### config.mk
export PLATFORM = sky130hd
export DESIGN_NAME = edo_page_ctrl
export DESIGN_NICKNAME = d
export VERILOG_FILES = /design/src/rtl/edo_pkg.sv /design/src/rtl/edo_delay.sv /design/src/rtl/edo_row_age.sv /design/src/rtl/edo_row_track.sv /design/src/rtl/edo_page_ctrl.sv
export SDC_FILE = /design/constraint.sdc
export NUM_CORES = 1
export LEC_CHECK = 0
export BUFFER_PORTS_ARGS = -buffer_cell sky130_fd_sc_hd__buf_2
export CAP_MARGIN = 20
export CORE_MARGIN = 4
export CORE_UTILIZATION = 49
export DETAILED_ROUTE_END_ITERATION = 8
export PLACE_DENSITY = 0.79
export SYNTH_ARGS = -nofsm -noshare
export SYNTH_HDL_FRONTEND = slang
export SYNTH_SLANG_ARGS = --single-unit
### constraint.sdc
create_clock -name clk_i -period 1.95 [get_ports clk_i]
set_input_delay 0.195 -clock clk_i [delete_from_list [all_inputs] [get_ports clk_i]]
set_output_delay 0.195 -clock clk_i [all_outputs]
set_load 0.02 [all_outputs]
### src/rtl/edo_pkg.sv
package edo_pkg;

  typedef enum logic [2:0] {
    ST_IDLE = 3'd0,  // row closed, precharged
    ST_ACT  = 3'd1,  // row strobe low, waiting row-to-column delay
    ST_CSET = 3'd2,  // column and write strobe set up, column strobe high
    ST_CLO  = 3'd3,  // column strobe low
    ST_CHI  = 3'd4,  // column strobe high, read data held
    ST_OPEN = 3'd5,  // row open, waiting for the next decision
    ST_PRE  = 3'd6   // row strobe high, precharging
  } edo_state_e;

  function automatic int max_of4(int a, int b, int c, int d);
    int m;
    m = a;
    if (b > m) m = b;
    if (c > m) m = c;
    if (d > m) m = d;
    return m;
  endfunction

endpackage

### src/rtl/edo_delay.sv
module edo_delay #(
  parameter int W = 4
) (
  input  logic         clk_i,
  input  logic         rst_ni,
  input  logic         load_i,
  input  logic [W-1:0] val_i,
  output logic         done_o
);

  logic [W-1:0] cnt_q;

  always_ff @(posedge clk_i or negedge rst_ni) begin
    if (!rst_ni)             cnt_q <= '0;
    else if (load_i)         cnt_q <= val_i;
    else if (cnt_q != '0)    cnt_q <= cnt_q - 1'b1;
  end

  assign done_o = (cnt_q == '0);

endmodule

### src/rtl/edo_row_age.sv
module edo_row_age #(
  parameter int T_RAS  = 4,
  parameter int T_RASP = 10000,
  parameter int T_CAS  = 1,
  parameter int T_CP   = 1
) (
  input  logic clk_i,
  input  logic rst_ni,
  input  logic ras_low_i,
  output logic min_met_o,
  output logic expired_o
);

  localparam int AW  = $clog2(T_RASP + 1);
  // last age at which one more page access still ends inside T_RASP
  localparam int LIM = T_RASP - T_CAS - T_CP - 3;

  logic [AW-1:0] age_q;

  always_ff @(posedge clk_i or negedge rst_ni) begin
    if (!rst_ni)                        age_q <= '0;
    else if (!ras_low_i)                age_q <= '0;
    else if (age_q != AW'(T_RASP))      age_q <= age_q + 1'b1;
  end

  assign min_met_o = (age_q >= AW'(T_RAS - 1));
  assign expired_o = (age_q >  AW'(LIM));

  a_r9_rasp_bound: assert property (@(posedge clk_i) disable iff (!rst_ni)
    ras_low_i |-> (age_q < AW'(T_RASP)));

endmodule

### src/rtl/edo_row_track.sv
module edo_row_track #(
  parameter int ROW_W = 10,
  parameter int COL_W = 10,
  localparam int ADDR_W = ROW_W + COL_W
) (
  input  logic              clk_i,
  input  logic              rst_ni,
  input  logic              load_i,
  input  logic              close_i,
  input  logic [ADDR_W-1:0] addr_i,
  output logic [ROW_W-1:0]  row_o,
  output logic [COL_W-1:0]  col_o,
  output logic              hit_o
);

  logic [ROW_W-1:0] row_q;
  logic [COL_W-1:0] col_q;
  logic             open_q;

  always_ff @(posedge clk_i or negedge rst_ni) begin
    if (!rst_ni) begin
      row_q  <= '0;
      col_q  <= '0;
      open_q <= 1'b0;
    end else if (load_i) begin
      row_q  <= addr_i[ADDR_W-1:COL_W];
      col_q  <= addr_i[COL_W-1:0];
      open_q <= 1'b1;
    end else if (close_i) begin
      open_q <= 1'b0;
    end
  end

  assign row_o = row_q;
  assign col_o = col_q;
  assign hit_o = open_q && (addr_i[ADDR_W-1:COL_W] == row_q);

  a_r5_hit_keeps_row: assert property (@(posedge clk_i) disable iff (!rst_ni)
    (load_i && hit_o) |=> $stable(row_o));

endmodule

### src/rtl/edo_page_ctrl.sv
module edo_page_ctrl
  import edo_pkg::*;
#(
  parameter int ROW_W  = 10,
  parameter int COL_W  = 10,
  parameter int DATA_W = 4,
  parameter int T_RCD  = 2,
  parameter int T_CAS  = 1,
  parameter int T_CP   = 1,
  parameter int T_RP   = 2,
  parameter int T_RAS  = 4,
  parameter int T_RASP = 10000,
  localparam int ADDR_W = ROW_W + COL_W,
  localparam int MUX_W  = (ROW_W > COL_W) ? ROW_W : COL_W
) (
  input  logic              clk_i,
  input  logic              rst_ni,
  input  logic              req_valid_i,
  output logic              req_ready_o,
  input  logic              req_we_i,
  input  logic [ADDR_W-1:0] req_addr_i,
  input  logic [DATA_W-1:0] req_wdata_i,
  output logic              rsp_valid_o,
  output logic [DATA_W-1:0] rsp_rdata_o,
  input  logic              ref_req_i,
  output logic              ref_gnt_o,
  output logic              dram_ras_n_o,
  output logic              dram_cas_n_o,
  output logic              dram_we_n_o,
  output logic              dram_oe_n_o,
  output logic [MUX_W-1:0]  dram_addr_o,
  input  logic [DATA_W-1:0] dram_dq_i,
  output logic [DATA_W-1:0] dram_dq_o,
  output logic              dram_dq_oe_o
);

  localparam int TMAX = max_of4(T_RCD, T_CAS, T_CP, T_RP);
  localparam int TW   = $clog2(TMAX + 1);

  edo_state_e        st_q, st_d;
  logic              timer_done, timer_load;
  logic [TW-1:0]     tval;
  logic              age_min, age_exp;
  logic              hit, accept, close_req, ras_low, col_phase;
  logic [ROW_W-1:0]  row_q;
  logic [COL_W-1:0]  col_q;
  logic              we_q;
  logic [DATA_W-1:0] wd_q;

  assign req_ready_o = !ref_req_i &&
                       ((st_q == ST_IDLE) || (st_q == ST_OPEN && hit && !age_exp));
  assign accept      = req_valid_i && req_ready_o;
  assign close_req   = ref_req_i || age_exp || (req_valid_i && !hit);

  always_comb begin
    st_d = st_q;
    unique case (st_q)
      ST_IDLE: if (accept)     st_d = ST_ACT;
      ST_ACT:  if (timer_done) st_d = ST_CSET;
      ST_CSET:                 st_d = ST_CLO;
      ST_CLO:  if (timer_done) st_d = ST_CHI;
      ST_CHI:  if (timer_done) st_d = ST_OPEN;
      ST_OPEN: if (accept)                      st_d = ST_CSET;
               else if (close_req && age_min)   st_d = ST_PRE;
      ST_PRE:  if (timer_done) st_d = ST_IDLE;
      default:                 st_d = ST_IDLE;
    endcase
  end

  always_comb begin
    unique case (st_d)
      ST_ACT:  tval = TW'(T_RCD - 1);
      ST_CLO:  tval = TW'(T_CAS - 1);
      ST_CHI:  tval = TW'(T_CP - 1);
      ST_PRE:  tval = TW'(T_RP - 1);
      default: tval = '0;
    endcase
  end

  assign timer_load = (st_d != st_q);

  always_ff @(posedge clk_i or negedge rst_ni) begin
    if (!rst_ni) begin
      st_q <= ST_IDLE;
      we_q <= 1'b0;
      wd_q <= '0;
    end else begin
      st_q <= st_d;
      if (accept) begin
        we_q <= req_we_i;
        wd_q <= req_wdata_i;
      end
    end
  end

  // EDO: data stays valid until the next column fall, so sample late
  always_ff @(posedge clk_i or negedge rst_ni) begin
    if (!rst_ni) begin
      rsp_valid_o <= 1'b0;
      rsp_rdata_o <= '0;
    end else begin
      rsp_valid_o <= (st_q == ST_CHI) && timer_done && !we_q;
      if ((st_q == ST_CHI) && timer_done && !we_q) rsp_rdata_o <= dram_dq_i;
    end
  end

  edo_delay #(.W(TW)) u_delay (
    .clk_i  (clk_i),
    .rst_ni (rst_ni),
    .load_i (timer_load),
    .val_i  (tval),
    .done_o (timer_done)
  );

  edo_row_age #(
    .T_RAS (T_RAS),
    .T_RASP(T_RASP),
    .T_CAS (T_CAS),
    .T_CP  (T_CP)
  ) u_age (
    .clk_i     (clk_i),
    .rst_ni    (rst_ni),
    .ras_low_i (ras_low),
    .min_met_o (age_min),
    .expired_o (age_exp)
  );

  edo_row_track #(.ROW_W(ROW_W), .COL_W(COL_W)) u_track (
    .clk_i   (clk_i),
    .rst_ni  (rst_ni),
    .load_i  (accept),
    .close_i (st_q == ST_PRE),
    .addr_i  (req_addr_i),
    .row_o   (row_q),
    .col_o   (col_q),
    .hit_o   (hit)
  );

  assign ras_low      = !(st_q == ST_IDLE || st_q == ST_PRE);
  assign col_phase    = (st_q == ST_CSET) || (st_q == ST_CLO);
  assign dram_ras_n_o = !ras_low;
  assign dram_cas_n_o = (st_q != ST_CLO);
  assign dram_we_n_o  = !(we_q && col_phase);
  assign dram_oe_n_o  = !(!we_q && (col_phase || st_q == ST_CHI));
  assign dram_dq_oe_o = we_q && col_phase;
  assign dram_dq_o    = wd_q;
  assign dram_addr_o  = (st_q == ST_IDLE || st_q == ST_ACT || st_q == ST_PRE) ?
                        MUX_W'(row_q) : MUX_W'(col_q);
  assign ref_gnt_o    = (st_q == ST_IDLE) && ref_req_i;

  a_r4_cas_under_ras: assert property (@(posedge clk_i) disable iff (!rst_ni)
    !dram_cas_n_o |-> !dram_ras_n_o);

  a_r7_early_write: assert property (@(posedge clk_i) disable iff (!rst_ni)
    ($fell(dram_cas_n_o) && !dram_we_n_o) |-> $past(!dram_we_n_o));

  a_r8_read_bus_free: assert property (@(posedge clk_i) disable iff (!rst_ni)
    !dram_oe_n_o |-> (!dram_dq_oe_o && dram_we_n_o));

  a_r10_gnt_closed: assert property (@(posedge clk_i) disable iff (!rst_ni)
    ref_gnt_o |-> (dram_ras_n_o && !req_ready_o));

  a_r3_ras_min_low: assert property (@(posedge clk_i) disable iff (!rst_ni)
    $rose(dram_ras_n_o) |-> $past(age_min));

endmodule

==> qor.yml, run 1 <==
synthesis:
  synth_edf_count: 0
  synth_top_family_by_area: "multiplexers"
  synthAdderAreaFrac_pct: 1.390
  yosys_warnings: 0
  syn_avg_cell_area_um2: 11.49
  synth_area_leaders: "dfrtp_1, mux2_4, mux2_2"
  synth_seq_cells: 50
  ys_async_sr_fraction_pct: 100.0
  syn_area_mm2: 0.002700
  seq_area_frac_synth_pct: 46.34
  syn_inst: 235
  synthesis.nets: 271
  synth-compound-area-share_pct: 7.090
  synth_cell_types: 45
  synthSimpleGateAreaFrac_pct: 15.57
  synthMuxAreaShare_pct: 19.14
  synth_area_leader_cell: "dfrtp_1"
  synth.top_cell.area_share_pct: 46.34
  synth_ff_type: "dfrtp_1"
  synth_xor_area_share_pct: 7.136
worst_setup_path:
  cp-start-kind: "register"
  cp-end-kind: "output pin"
  path_buf_inv: 1
  slowest_delay_ns: 0.40
  path_class: "reg -> out"
  r2r-start: "u_age.age_q[9]$_DFFE_PN0P_"
  critPathTopFamily: "simple AND/OR/NAND/NOR gates"
  worstPathCellList: "xnor2_1, nand4_1, nor3_4, nand3_2, a21oi_2, buf_4"
  rrSetupSlack_ns: 0.03
  crit_arrival_ns: 1.76
  worst_r2r_endpoint: "u_track.row_o[6]$_DFFE_PN0P_"
  crit_required_ns: 1.75
  critPathMaxFanout: 2
  crit_slowest_cell: "dfrtp_1"
  r2r.worst_path.cells: 6
floorplanning:
  design.die.area_mm2: 0.006762
  die_w_um: 82.23
  rows: 26
  initial_core_util_pct: 51.55
  die_h_um: 82.23
  core-area_mm2: 0.005238
  ios: 59
min_path:
  hp-class: "in -> reg"
  holdPathStages: 2
  min-delay-start: "dram_dq_i[1]"
  hold_end: "rsp_rdata_o[1]$_DFFE_PN0P_"
sta:
  worstMarginPinSlew_ns: 0.7972
  period_needed_ns: 1.957
  relSlewSlack_pct: 46.85
  setup_viol: 1
  tns_ns: -0.007059
  setup_slack_ns: -0.007059
  slew_viol_final: 0
  rsz0062_at_grt: "true"
  post-route-period-util_pct: 100.4
  timing.fmax_mhz: 511.0
  hold_viol_final: 0
  fin_skew_ns: 0.01477
finish:
  areaGrowthSynthToFinish_pct: 29.84
  seqCellArea_mm2: 0.001255
  drive_gt1_share_pct: 50.00
  final_area_mm2: 0.003506
  fill_cells: 409
  multiInputGateArea_mm2: 0.001449
  final_util_pct: 66.94
  nets: 358
  stdcell_count: 392
  n_antenna_cell: 0
clock_network:
  clock-sinks: 50
  htree_levels: 2
  cts_made_buffers: 5
  clkTransAtPathRegs_ns: 0.10
  insertion_delay_ns: 0.31
  cts_root_buf: "clkbuf_8"
  clockBufferDepth: 2
  tritoncts: "done"
grt:
  track_usage_pct: 18.71
  grt_max_degree: 36
  antenna_found_initial: 0
  gr-total-overflow: 0
  grt_pass1_wl_mm: 9.860
  grt_pass1_vias: 2228
routing:
  totalWireLength_mm: 6.220
  drc: 0
  ant_nets: 0
  drt_iter0_drc: 113
  vias_per_cell: 5.492
  vias: 2153
  routedWlPerCell_um: 15.87
  drtPass1Iterations: 4
place:
  place.gp.congestion: 0.8623
  dp_cells: 372
  place_ws_ns: 0.04758
  dp_hpwl_mm: 4.091
  port_buffers: 58
  placement.cell_area_mm2: 0.003188
pwr:
  p_leak_nw: 1.703
  power.density_mw_per_mm2: 1590
  ir_worst_vdd_mv: 1.330
outcome:
  outcome: "finished, violations left"
  violations: "setup timing"
flow_run:
  maxCapViolCount: 0
## worst max path at each step
stage,from,endpoint,slack (ns),cells after the start
global route,u_track.row_o[2]$_DFFE_PN0P_,req_ready_o,-0.1,6
floorplan,u_age.age_q[0]$_DFFE_PN0P_,st_q[0]$_DFF_PN0_,0.08,6
finish,u_track.row_o[2]$_DFFE_PN0P_,req_ready_o,-0.007,6
CTS,u_track.row_o[3]$_DFFE_PN0P_,req_ready_o,0.007,6
detailed placement,u_age.age_q[0]$_DFFE_PN0P_,st_q[0]$_DFF_PN0_,0.05,6
global placement,u_age.age_q[0]$_DFFE_PN0P_,u_delay.cnt_q[1]$_DFFE_PN0P_,0.1,6
## synth_stat cells, types with 2 or more instances
| cell type | number |
|---|---|
| dfrtp_1 | 50 |
| mux2_2 | 21 |
| mux2_4 | 18 |
| nand2_1 | 15 |
| nor2_1 | 15 |
| nand3_1 | 11 |
| xnor2_1 | 11 |
| xor2_1 | 11 |
| a21oi_1 | 8 |
| inv_1 | 8 |
| nor3_1 | 7 |
| o21ai_0 | 6 |
| nor2b_1 | 5 |
| and3_1 | 4 |
| and2_1 | 3 |
| clkbuf_1 | 3 |
| ha_1 | 3 |
| nand4_1 | 3 |
| or3_1 | 3 |
| and4_1 | 2 |
| buf_12 | 2 |
| nor4_1 | 2 |
| o31ai_1 | 2 |
## kinds of logic (layout without fill, tap and decap cells)
family / count (synthesis) / after routing
XOR/XNOR: 22 / 22
multiplexers: 40 / 40
AND/OR/NAND/NOR: 78 / 78
adder cells (fa/ha/maj): 3 / 3
AO/OA/AOI/OAI: 27 / 27
flip-flops: 50 / 50
buffers and inverters: 15 / 102
## layout by cell type, fill, tap and decap left out, types with 2 or more instances in the layout
cell | netlist | final
buf_2 | 1 | 53
dfrtp_1 | 50 | 47
buf_4 | 0 | 24
mux2_2 | 21 | 21
mux2_4 | 18 | 18
nand2_1 | 15 | 15
nor2_1 | 15 | 15
xnor2_1 | 11 | 11
xor2_1 | 11 | 11
nand3_1 | 11 | 9
inv_1 | 8 | 7
a21oi_1 | 8 | 6
o21ai_0 | 6 | 6
clkbuf_8 | 0 | 5
nor3_1 | 7 | 4
and3_1 | 4 | 4
buf_6 | 0 | 4
buf_12 | 2 | 4
nand4_1 | 3 | 3
nor3_2 | 1 | 3
a21oi_2 | 1 | 3
nor2b_1 | 5 | 3
or3_1 | 3 | 3
and2_1 | 3 | 3
dfrtp_2 | 0 | 3
nor2b_2 | 0 | 2
and4_1 | 2 | 2
ha_1 | 3 | 2
clkinv_2 | 0 | 2
## metrics by stage
step	total power, W	hold WS [ns]
4_1_cts	0.005219	0.1044
2_1_floorplan	0.003636	-0.1006
3_5_place_dp	0.004546	0.3308
5_1_grt	0.005955	0.1031
6_report	0.005574	0.1089
3_3_place_gp	0.004452	0.3229
## state kept, by name, indices dropped and copies added, names as in the netlist
signal,count
u_track.col_o,10
u_delay.cnt_q,2
rsp_valid_o,1
dram_dq_o,4
u_track.open_q,1
u_track.row_o,10
st_q,3
we_q,1
u_age.age_q,14
rsp_rdata_o,4
## power by group
part / internal (W) / switching [W] / total [W] / leakage, nW
clock network: 0.000242 / 0.000343 / 0.000585 / 0.0438
registers: 0.00144 / 0.000331 / 0.00177 / 0.625
logic: 0.00168 / 0.00153 / 0.00322 / 1.03
## area by class of cell
cell class	instances	share of cell area, %
tap	70	2.498
clock buffer	5	1.963
clock inverter	2	0.2855
timing repair buffer	87	17.27
inverter	8	0.8565
multi-input combinational	170	41.33
sequential	50	35.80
## layer usage
metal | track usage, % | vias up | routed length (µm)
met4 | 6.478 | 0 | 76
met3 | 4.230 | 7 | 416
met2 | 31.25 | 82 | 3112
li1 | - | 998 | -
met5 | 0 | - | 0
met1 | 23.80 | 1066 | 2614
## timing repair
item                                    CTS  global route
endpoints found under the setup margin   12            18
setup buffers                             5             6
pin swaps                                 3             9
hold buffers                              1             0
cloned                                    0             1
resized for setup                         7            24
hold endpoints to repair                 23             0
Note: power is estimated with default switching activity, not from simulation.
==> run 2: changes to the inputs <==
Settings changed: ABC_AREA set to 1.
==> run 2 against run 1 <==
Critical path type unchanged. Wire length up 10%. Flip-flop and latch count unchanged. The flow still finishes with violations (setup timing). Worst setup slack worse by 0.032 ns. Global-route usage about the same. Utilization down 1.6 points. Non-clock buffer count down 8. First-iteration DRC count up 57%. Sequential share of layout area down 0.69 points.
==> qor.yml, run 2 <==
sta:
  worstMarginPinSlew_ns: 0.4473
  setup_slack_ns: -0.03913
  tns_ns: -0.2322
  slew_viol_final: 0
  post-route-period-util_pct: 102.0
  rsz0062_at_grt: "true"
  relSlewSlack_pct: 70.00
  setup_viol: 10
  timing.fmax_mhz: 502.7
  fin_skew_ns: 0.01289
  period_needed_ns: 1.989
  hold_viol_final: 0
routing:
  vias_per_cell: 4.994
  routedWlPerCell_um: 13.42
  drtPass1Iterations: 4
  vias: 2547
  totalWireLength_mm: 6.842
  ant_nets: 0
  drc: 0
  drt_iter0_drc: 177
grt:
  grt_pass1_vias: 2381
  track_usage_pct: 18.75
  grt_pass1_wl_mm: 10.87
  grt_max_degree: 30
  antenna_found_initial: 0
  gr-total-overflow: 0
worst_setup_path:
  critPathMaxFanout: 8
  cp-start-kind: "register"
  path_class: "reg -> out"
  crit_required_ns: 1.75
  crit_arrival_ns: 1.79
  cp-end-kind: "output pin"
finish:
  fill_cells: 458
  largest_register_ffs: 14
  final_util_pct: 65.39
  areaGrowthSynthToFinish_pct: 30.06
  layout_common_cells: "nand2_1, buf_2, dfrtp_1"
  layout_commonest_cell: "nand2_1"
  n_antenna_cell: 0
  nets: 473
  drive_gt1_share_pct: 35.16
  top_register: "u_age.age_q"
clock_network:
  clock-sinks: 50
  tritoncts: "done"
  cts_made_buffers: 5
  clkTransAtPathRegs_ns: 0.10
  insertion_delay_ns: 0.31
  cts_root_buf: "clkbuf_8"
  clockBufferDepth: 2
  htree_levels: 2
synthesis:
  yosys_warnings: 0
  syn_area_mm2: 0.002751
  seq_area_frac_synth_pct: 45.48
  synth.top_cell.area_share_pct: 45.48
  synth_area_leaders: "dfrtp_1, nand2_1, inv_1"
  synth.top_cells.by_count: "nand2_1, dfrtp_1, inv_1"
  syn_avg_cell_area_um2: 7.685
  synth_cell_types: 32
  ys_async_sr_fraction_pct: 100.0
  syn_inst: 358
  synth_ff_type: "dfrtp_1"
  synth_area_leader_cell: "dfrtp_1"
  yosysMostFrequentCell: "nand2_1"
  synth_seq_cells: 50
  synth_edf_count: 0
  synthesis.nets: 394
pwr:
  power.density_mw_per_mm2: 1725
  p_leak_nw: 1.880
  ir_worst_vdd_mv: 0.9739
outcome:
  violations: "setup timing"
  outcome: "finished, violations left"
floorplanning:
  design.die.area_mm2: 0.006878
  rows: 27
  initial_core_util_pct: 50.27
  ios: 59
  die_w_um: 82.94
  die_h_um: 82.94
  core-area_mm2: 0.005473
place:
  dp_hpwl_mm: 4.615
  place_ws_ns: 0.09720
  place.gp.congestion: 0.9384
  port_buffers: 58
min_path:
  hp-class: "in -> reg"
flow_run:
  maxCapViolCount: 0
## run 2: area by class of cell
class,count,area (µm²),share of cell area (%)
Clock buffer,5,68.82,1.923
Timing Repair Buffer,79,518.0,14.48
Clock inverter,3,40.04,1.119
Sequential cell,50,1256,35.10
Tap cell,72,90.09,2.517
Multi-Input combinational cell,251,1415,39.55
Inverter,50,190.2,5.315
## run 2: per-stage QoR
stage / instances / total power [W] / area, µm² / hold WS (ns)
after CTS: 502 / 0.005341 / 3319 / 0.07077
after floorplan: 358 / 0.003666 / 2751 / -0.1006
after global routing: 510 / 0.006629 / 3578 / 0.07047
after detailed placement: 488 / 0.004478 / 3147 / 0.1411
after global placement: 488 / 0.004394 / 3147 / 0.1391
final: 510 / 0.006171 / 3578 / 0.06897
## run 2: what timing repair did
| item | in CTS | in global routing |
|---|---|---|
| hold endpoints to repair | 15 | 0 |
| setup endpoints to repair | 10 | 13 |
| setup buffers | 5 | 8 |
| gates resized for setup | 7 | 62 |
| hold buffers | 1 | 0 |
| cloned | 0 | 0 |
| pin swaps | 1 | 7 |
## run 2: power breakdown
group	internal (W)	total [W]	switching (W)
Clock	0.000378	0.000730	0.000352
Sequential	0.00142	0.00173	0.000307
Combinational	0.00161	0.00372	0.00210
## run 2: worst paths after layout
check                                    startpoint                           end  slack (ns)  cells past startpoint
min in group asynchronous                    rst_ni      dram_dq_o[2]$_DFFE_PN0P_        0.33                      2
max                               st_q[0]$_DFF_PN0_                dram_addr_o[5]       -0.04                      9
max reg2reg                       st_q[2]$_DFF_PN0_  u_delay.cnt_q[0]$_DFFE_PN0P_        0.11                      9
min reg2reg                dram_dq_o[3]$_DFFE_PN0P_      dram_dq_o[3]$_DFFE_PN0P_        0.48                      2
max in group asynchronous                    rst_ni             st_q[2]$_DFF_PN0_        1.00                      3
min                                   req_addr_i[8]  u_track.col_o[8]$_DFFE_PN0P_        0.07                      3
## run 2: cell families (layout without fill, tap and decap cells)
group	after synthesis	count (layout)	synth area share, %
xor+xnor	6	6	1.910
compound gates	38	38	7.731
buf+inv	57	137	8.186
fa+ha+maj	3	3	1.364
mux	5	5	2.046
flops	50	50	45.48
simple gates	199	199	33.29
## run 2: critical path, stage by stage (launching register included)
cell and delay (ns):
dfrtp_1 0.44, inv_2 0.13, nand2_4 0.08, nor2_4 0.16
nor2_4 0.06, nand2_4 0.15, buf_12 0.17, nor2_4 0.04
a21oi_2 0.12, buf_6 0.14
## run 2: per-layer routing
metal | vias up | routed length, µm | track usage (%)
met5 | - | 0 | 0
met4 | 0 | 119 | 4.606
met3 | 15 | 243 | 3.075
met2 | 47 | 3568 | 33.24
met1 | 1210 | 2912 | 23.78
li1 | 1275 | - | -
